<file path="config.mk">
export PLATFORM = sky130hd
export DESIGN_NAME = icu_dual
export DESIGN_NICKNAME = d
export VERILOG_FILES = /design/src/rtl/icu_pkg.sv /design/src/rtl/icu_regfile.sv /design/src/rtl/icu_route.sv /design/src/rtl/icu_prio.sv /design/src/rtl/icu_dual.sv
export SDC_FILE = /design/constraint.sdc
export NUM_CORES = 1
export LEC_CHECK = 0
export BUFFER_PORTS_ARGS = -buffer_cell sky130_fd_sc_hd__buf_2
export CAP_MARGIN = 20
export CORE_UTILIZATION = 60
export CTS_CLUSTER_SIZE = 16
export DETAILED_ROUTE_END_ITERATION = 7
export GPL_TIMING_DRIVEN = 0
export PLACE_DENSITY_LB_ADDON = 0.1
export SYNTH_ARGS = -nofsm -noshare
export SYNTH_HDL_FRONTEND = slang
export SYNTH_SLANG_ARGS = --single-unit
</file>
<file path="constraint.sdc">
create_clock -name clk -period 3.3 [get_ports clk]
set_input_delay 0.165 -clock clk [delete_from_list [all_inputs] [get_ports clk]]
set_output_delay 0.165 -clock clk [all_outputs]
set_load 0.005 [all_outputs]
</file>
<file path="src/rtl/icu_pkg.sv">
`timescale 1ns/1ps
package icu_pkg;
  localparam int WORD_W = 32;

  // word slot inside one 0x20-byte bank window
  typedef enum logic [2:0] {
    SLOT_RAW  = 3'd0,
    SLOT_MASK = 3'd1,
    SLOT_STEER = 3'd2,
    SLOT_NSTAT = 3'd3,
    SLOT_FSTAT = 3'd4,
    SLOT_X5   = 3'd5,
    SLOT_X6   = 3'd6,
    SLOT_X7   = 3'd7
  } slot_e;

  // bank 0 extra slots: 5 reserved (reads 0), 6 ordinary winner, 7 fast winner
  // bank 1 extra slot 5: error override bit
  localparam int OVR_BANK = 1;
  localparam int VALID_BIT = 31;
endpackage

</file>
<file path="src/rtl/icu_regfile.sv">
`timescale 1ns/1ps
module icu_regfile
  import icu_pkg::*;
#(
  parameter int NBANK = 2,
  localparam int NSRC = NBANK * WORD_W,
  localparam int ADW = $clog2(NBANK) + 5
) (
  input  logic            clk,
  input  logic            rst_n,
  input  logic            wr_en,
  input  logic [ADW-1:0]  addr,
  input  logic [WORD_W-1:0] wdata,
  output logic [NSRC-1:0] mask_q,
  output logic [NSRC-1:0] steer_q,
  output logic            ovr_q
);
  localparam int BW = $clog2(NBANK);

  logic              aligned;
  logic [BW-1:0]     bank_f;
  slot_e             slot_f;

  assign aligned = (addr[1:0] == 2'b00);
  assign bank_f  = addr[ADW-1:5];
  assign slot_f  = slot_e'(addr[4:2]);

  function automatic logic hit(input logic we, input logic al, input logic [BW-1:0] bk,
                               input slot_e sl, input int want_bank, input slot_e want_slot);
    return we && al && (bk == BW'(want_bank)) && (sl == want_slot);
  endfunction

  for (genvar b = 0; b < NBANK; b++) begin : g_bank
    logic wr_mask, wr_steer;
    assign wr_mask  = hit(wr_en, aligned, bank_f, slot_f, b, SLOT_MASK);
    assign wr_steer = hit(wr_en, aligned, bank_f, slot_f, b, SLOT_STEER);

    always_ff @(posedge clk or negedge rst_n) begin
      if (!rst_n) begin
        mask_q[b*WORD_W +: WORD_W]  <= '0;
        steer_q[b*WORD_W +: WORD_W] <= '0;
      end else begin
        if (wr_mask)  mask_q[b*WORD_W +: WORD_W]  <= wdata;
        if (wr_steer) steer_q[b*WORD_W +: WORD_W] <= wdata;
      end
    end
  end

  logic wr_ovr;
  assign wr_ovr = hit(wr_en, aligned, bank_f, slot_f, OVR_BANK, SLOT_X5);

  always_ff @(posedge clk or negedge rst_n) begin
    if (!rst_n)      ovr_q <= 1'b0;
    else if (wr_ovr) ovr_q <= wdata[0];
  end
endmodule

</file>
<file path="src/rtl/icu_route.sv">
`timescale 1ns/1ps
module icu_route #(
  parameter int NSRC = 64
) (
  input  logic            clk,
  input  logic            rst_n,
  input  logic [NSRC-1:0] raw,
  input  logic [NSRC-1:0] mask,
  input  logic [NSRC-1:0] steer,
  output logic [NSRC-1:0] nstat,
  output logic [NSRC-1:0] fstat,
  output logic            nline_q,
  output logic            fline_q
);
  function automatic logic [NSRC-1:0] gate(input logic [NSRC-1:0] r, input logic [NSRC-1:0] m,
                                           input logic [NSRC-1:0] s, input logic to_fast);
    return r & m & (to_fast ? s : ~s);
  endfunction

  assign nstat = gate(raw, mask, steer, 1'b0);
  assign fstat = gate(raw, mask, steer, 1'b1);

  always_ff @(posedge clk or negedge rst_n) begin
    if (!rst_n) begin
      nline_q <= 1'b0;
      fline_q <= 1'b0;
    end else begin
      nline_q <= |nstat;
      fline_q <= |fstat;
    end
  end
endmodule

</file>
<file path="src/rtl/icu_prio.sv">
`timescale 1ns/1ps
module icu_prio #(
  parameter int NSRC = 64,
  parameter int ERR_SRC = 61,
  localparam int IDXW = $clog2(NSRC)
) (
  input  logic            [NSRC-1:0] vec,
  input  logic                       ovr,
  output logic            [IDXW-1:0] idx,
  output logic                       vld
);
  // returns {valid, index}; highest set bit wins unless override picks ERR_SRC
  function automatic logic [IDXW:0] pick(input logic [NSRC-1:0] v, input logic o);
    logic [IDXW:0] r;
    r = '0;
    for (int i = 0; i < NSRC; i++)
      if (v[i]) r = {1'b1, IDXW'(i)};
    if (o && v[ERR_SRC]) r = {1'b1, IDXW'(ERR_SRC)};
    return r;
  endfunction

  assign {vld, idx} = pick(vec, ovr);
endmodule

</file>
<file path="src/rtl/icu_dual.sv">
`timescale 1ns/1ps
module icu_dual
  import icu_pkg::*;
#(
  parameter int NBANK = 2,
  parameter int ERR_SRC = 61,
  localparam int NSRC = NBANK * WORD_W,
  localparam int ADW = $clog2(NBANK) + 5,
  localparam int IDXW = $clog2(NSRC)
) (
  input  logic              clk,
  input  logic              rst_n,
  input  logic [NSRC-1:0]   src_i,
  input  logic              wr_en_i,
  input  logic [ADW-1:0]    addr_i,
  input  logic [WORD_W-1:0] wdata_i,
  output logic [WORD_W-1:0] rdata_o,
  output logic              irq_o,
  output logic              fiq_o
);
  localparam int BW = $clog2(NBANK);

  // named internal events for the checker
  logic [NSRC-1:0] raw_q;
  logic [NSRC-1:0] mask_q, steer_q;
  logic            ovr_q;
  logic [NSRC-1:0] nstat, fstat;
  logic [IDXW-1:0] n_idx, f_idx;
  logic            n_vld, f_vld;

  always_ff @(posedge clk or negedge rst_n) begin
    if (!rst_n) raw_q <= '0;
    else        raw_q <= src_i;
  end

  icu_regfile #(.NBANK(NBANK)) u_regs (
    .clk(clk), .rst_n(rst_n), .wr_en(wr_en_i), .addr(addr_i), .wdata(wdata_i),
    .mask_q(mask_q), .steer_q(steer_q), .ovr_q(ovr_q)
  );

  icu_route #(.NSRC(NSRC)) u_route (
    .clk(clk), .rst_n(rst_n), .raw(raw_q), .mask(mask_q), .steer(steer_q),
    .nstat(nstat), .fstat(fstat), .nline_q(irq_o), .fline_q(fiq_o)
  );

  icu_prio #(.NSRC(NSRC), .ERR_SRC(ERR_SRC)) u_prio_n (
    .vec(nstat), .ovr(ovr_q), .idx(n_idx), .vld(n_vld)
  );

  icu_prio #(.NSRC(NSRC), .ERR_SRC(ERR_SRC)) u_prio_f (
    .vec(fstat), .ovr(ovr_q), .idx(f_idx), .vld(f_vld)
  );

  function automatic logic [WORD_W-1:0] win_word(input logic v, input logic [IDXW-1:0] i);
    logic [WORD_W-1:0] w;
    w = '0;
    w[IDXW-1:0] = i;
    w[VALID_BIT] = v;
    return w;
  endfunction

  logic [BW-1:0] bank_f;
  slot_e         slot_f;
  assign bank_f = addr_i[ADW-1:5];
  assign slot_f = slot_e'(addr_i[4:2]);

  always_comb begin
    rdata_o = '0;
    if (addr_i[1:0] == 2'b00) begin
      for (int b = 0; b < NBANK; b++) begin
        if (bank_f == BW'(b)) begin
          unique case (slot_f)
            SLOT_RAW:   rdata_o = raw_q[b*WORD_W +: WORD_W];
            SLOT_MASK:  rdata_o = mask_q[b*WORD_W +: WORD_W];
            SLOT_STEER: rdata_o = steer_q[b*WORD_W +: WORD_W];
            SLOT_NSTAT: rdata_o = nstat[b*WORD_W +: WORD_W];
            SLOT_FSTAT: rdata_o = fstat[b*WORD_W +: WORD_W];
            SLOT_X5:    if (b == OVR_BANK) rdata_o = {{(WORD_W-1){1'b0}}, ovr_q};
            SLOT_X6:    if (b == 0) rdata_o = win_word(n_vld, n_idx);
            SLOT_X7:    if (b == 0) rdata_o = win_word(f_vld, f_idx);
            default:    rdata_o = '0;
          endcase
        end
      end
    end
  end
endmodule

</file>
==> flow_metrics.env <==
export IMPL_cts_tree="yes"
export IMPL_async_flop_share_pct=100
export IMPL_slowest_delay_ps=720
export IMPL_max_freq_ghz=0.310
export IMPL_hold_class="in2reg"
export IMPL_die_h_um=142
export IMPL_synth_warnings=0
export IMPL_pwr_share_clk_pct=32.7
export IMPL_crit_type="reg2out"
export IMPL_cp_cell_sequence="and3_1 > nor4_1 > nand4_1 > inv_1 > a21oi_1 > a2111oi_2 > o22ai_1 > and2_1 > buf_2"
export IMPL_maxCapViolCount=0
export IMPL_cp_max_fo=5
export IMPL_route_detailed_drc=0
export IMPL_cts_reportedPaths_clkPinSlew_ps=90
export IMPL_yosysSeqAreaShare_pct=41.6
export IMPL_reg2reg_depth=5
export IMPL_layout_setup_ws_ps=75.0
export IMPL_finalCritPeriodShare_pct=97.7
export IMPL_slowest_stage="nor4_1"
export IMPL_drt_pass1_iterations=6
export IMPL_track_usage_pct=46.0
export IMPL_start_kind="flop"
export IMPL_avgSynthCellArea_um2=9.80
export IMPL_final_antenna_net_count=0
export IMPL_ctsLongestPathBuffers=2
export IMPL_grt_first_pass_wirelength_mm=67.9
export IMPL_slew_headroom_pct=23.7
export IMPL_p_sw_uw=2260
export IMPL_crit_required_ps=3130
export IMPL_synth_top_cell_area_share_pct=41.6
export IMPL_period_needed_ps=3230
export IMPL_synthFlopType="dfrtp_1"
export IMPL_syn2layout_area_growth_pct=20.7
export IMPL_synth_top_area_cell="dfrtp_1"
export IMPL_synth_cell_area_um2=11700
export IMPL_crit_buf_inv=2
export IMPL_syn_inst=1198
export IMPL_sw_frac_of_total_pct=33.4
export IMPL_power_density_nw_per_um2=477
export IMPL_final_nets=1532
export IMPL_slew_viol_final=0
export IMPL_cts_setup_buffers=0
export IMPL_drtIter0Drc=1625
export IMPL_ios=139
export IMPL_die_w_um=142
export IMPL_drive_above_1_share_pct=22.7
export IMPL_seq_power_share_pct=43.3
export IMPL_cpLargestDelayFamily="simple AND/OR/NAND/NOR gates"
export IMPL_whs_path_depth=2
export IMPL_final_hold_violation_count=4
export IMPL_clockRootBuffer="clkbuf_16"
export IMPL_drt_total_wl_mm=45.4
export IMPL_gp_congestion=0.997
export IMPL_cts_sinks=195
export IMPL_wl_per_cell_um=26.7
export IMPL_cp_arrival_ps=3060
export IMPL_synth_cell_type_count=64
export IMPL_viasPerCell=7.05
export IMPL_vias=12000
export IMPL_syn_num_nets=1303
export IMPL_grt_remaining_overflow=0
export IMPL_synth_edf_count=0
export IMPL_start_util_pct=61.9
export IMPL_fillers=1338
export IMPL_grt_max_degree=106
export IMPL_p_leak_uw=0.00670
export IMPL_die_area_um2=20100
export IMPL_antenna_found_initial=2
export IMPL_peakVddDrop_mv=0.390
export IMPL_row_count=50
export IMPL_violations="negative hold slack"
export IMPL_synth_area_top_cells="dfrtp_1 42%, mux2_2 11%, a22oi_1 6.4%"
export IMPL_p_total_uw=6760
export IMPL_utilization_pct=74.8
export IMPL_status="finished with violations"
export IMPL_skew_ps=12.2
export IMPL_clk_latency_ps=450
export IMPL_critPathCaptureType="output port"
export IMPL_grt_pass1_vias=11700
export IMPL_setup_viol=0
export IMPL_cts_htree_levels=4
export IMPL_place_ws_ps=421
export IMPL_hold_slack_ps=-7.73
export IMPL_synth_seq_cells=195
export IMPL_hpwl_mm=32.1
export IMPL_cts_buffers=17
export IMPL_rsz0062_at_grt="no"
export IMPL_core_um2=19000
export IMPL_p_comb_share_pct=24.0
export IMPL_worst_slew_pin_transition_ps=1140
export IMPL_n_antenna_cell=0
export IMPL_critical_path_depth=9
export IMPL_internal_power_uw=4500
export IMPL_port_buffers=137
## cell type report
cell class	count	area, um^2	area share (%)
buffer	66	288	2.03
sequential	195	4880	34.4
tap	260	325	2.30
clock buffer	17	425	3.00
multi-input combinational	929	6590	46.5
timing repair buffer	210	1440	10.2
inverter	8	30.0	0.212
clock inverter	14	194	1.37
## registers in the layout, summed over array words and instances, names as in the netlist
signal and count:
raw_q 64, u_regs.mask_q 64, u_regs.steer_q 64, u_regs.ovr_q 1, u_route.fline_q 1, u_route.nline_q 1
## metrics by stage
step | setup TNS (ps) | area (um^2) | instances
2_1_floorplan | 0 | 11700 | 1198
3_3_place_gp | -180340 | 12800 | 1595
3_5_place_dp | 0 | 12800 | 1597
4_1_cts | 0 | 14100 | 1699
5_1_grt | 0 | 14200 | 1699
6_report | 0 | 14200 | 1699
## worst paths after layout
kind | start | endpoint | slack, ps
hold / removal | wdata_i[4] | u_regs.mask_q[4]$_DFFE_PN0P_ | -8
hold reg to reg | u_regs.steer_q[54]$_DFFE_PN0P_ | u_regs.steer_q[54]$_DFFE_PN0P_ | 540
min in group asynchronous | rst_n | u_regs.mask_q[0]$_DFFE_PN0P_ | 280
setup reg to reg | u_regs.steer_q[43]$_DFFE_PN0P_ | u_route.fline_q$_DFF_PN0_ | 1230
max in group asynchronous | rst_n | raw_q[41]$_DFF_PN0_ | 2070
setup / recovery | u_regs.steer_q[43]$_DFFE_PN0P_ | rdata_o[5] | 70
## cells in the final DEF (no fill, tap or decap), types with 24 or more instances in the layout
cell type	instances
nor2_1	85
o21ai_1	24
dfrtp_1	195
o21ai_0	59
nand2_1	64
clkbuf_1	31
dlygate4sd3_1	71
a21oi_1	46
and2_1	27
buf_2	153
o22ai_1	26
nor3_1	25
mux2_2	117
and3_1	55
mux2i_1	63
nand3_1	39
a22oi_1	100
and3b_1	43
## Yosys cell counts, types with 7 or more instances
library cell and n:
o21ai_1 24, inv_1 7, nand3b_1 15, nand4_1 11
buf_2 17, nor2_1 86, nor3_1 26, nand2_1 64
a211oi_1 8, and3_1 55, nand3_1 39, o221ai_1 12
a22oi_1 100, mux2_2 117, a21oi_1 46, clkbuf_1 31
dfrtp_1 195, and3b_1 43, mux2i_1 63, buf_1 14
o22ai_1 26, and2_1 27, nor4_1 14, mux2_1 12
o21ai_0 59
## repair_timing
item	4_1_cts	5_1_grt
endpoints found under the setup margin	0	4
hold buffers	71	0
endpoints found under the hold margin	163	0
gates resized for setup	0	7
## metal layers
layer / wire (um) / global-route usage [%]
met2: 20400 / 71.4
met5: 0 / 0
met4: 2460 / 25.5
met3: 5210 / 13.1
met1: 17300 / 58.0
## kinds of logic (layout without fill, tap and decap cells)
logic type	Yosys count	after routing	synth area share, %
AND/OR/NAND/NOR	411	411	19.7
AO/OA/AOI/OAI	326	326	18.3
flip-flops	195	195	41.6
multiplexers	192	192	17.7
buffers and inverters	74	315	2.71
## power groups by stage
stage	clock, uW	sequential (uW)	combinational, uW
6_report	2210	2930	1620
5_1_grt	2300	2950	1720
4_1_cts	2200	2900	1540
3_5_place_dp	0	2940	1460
3_3_place_gp	0	2920	1430
2_1_floorplan	0	2860	964
(Power assumes the default switching activity.)
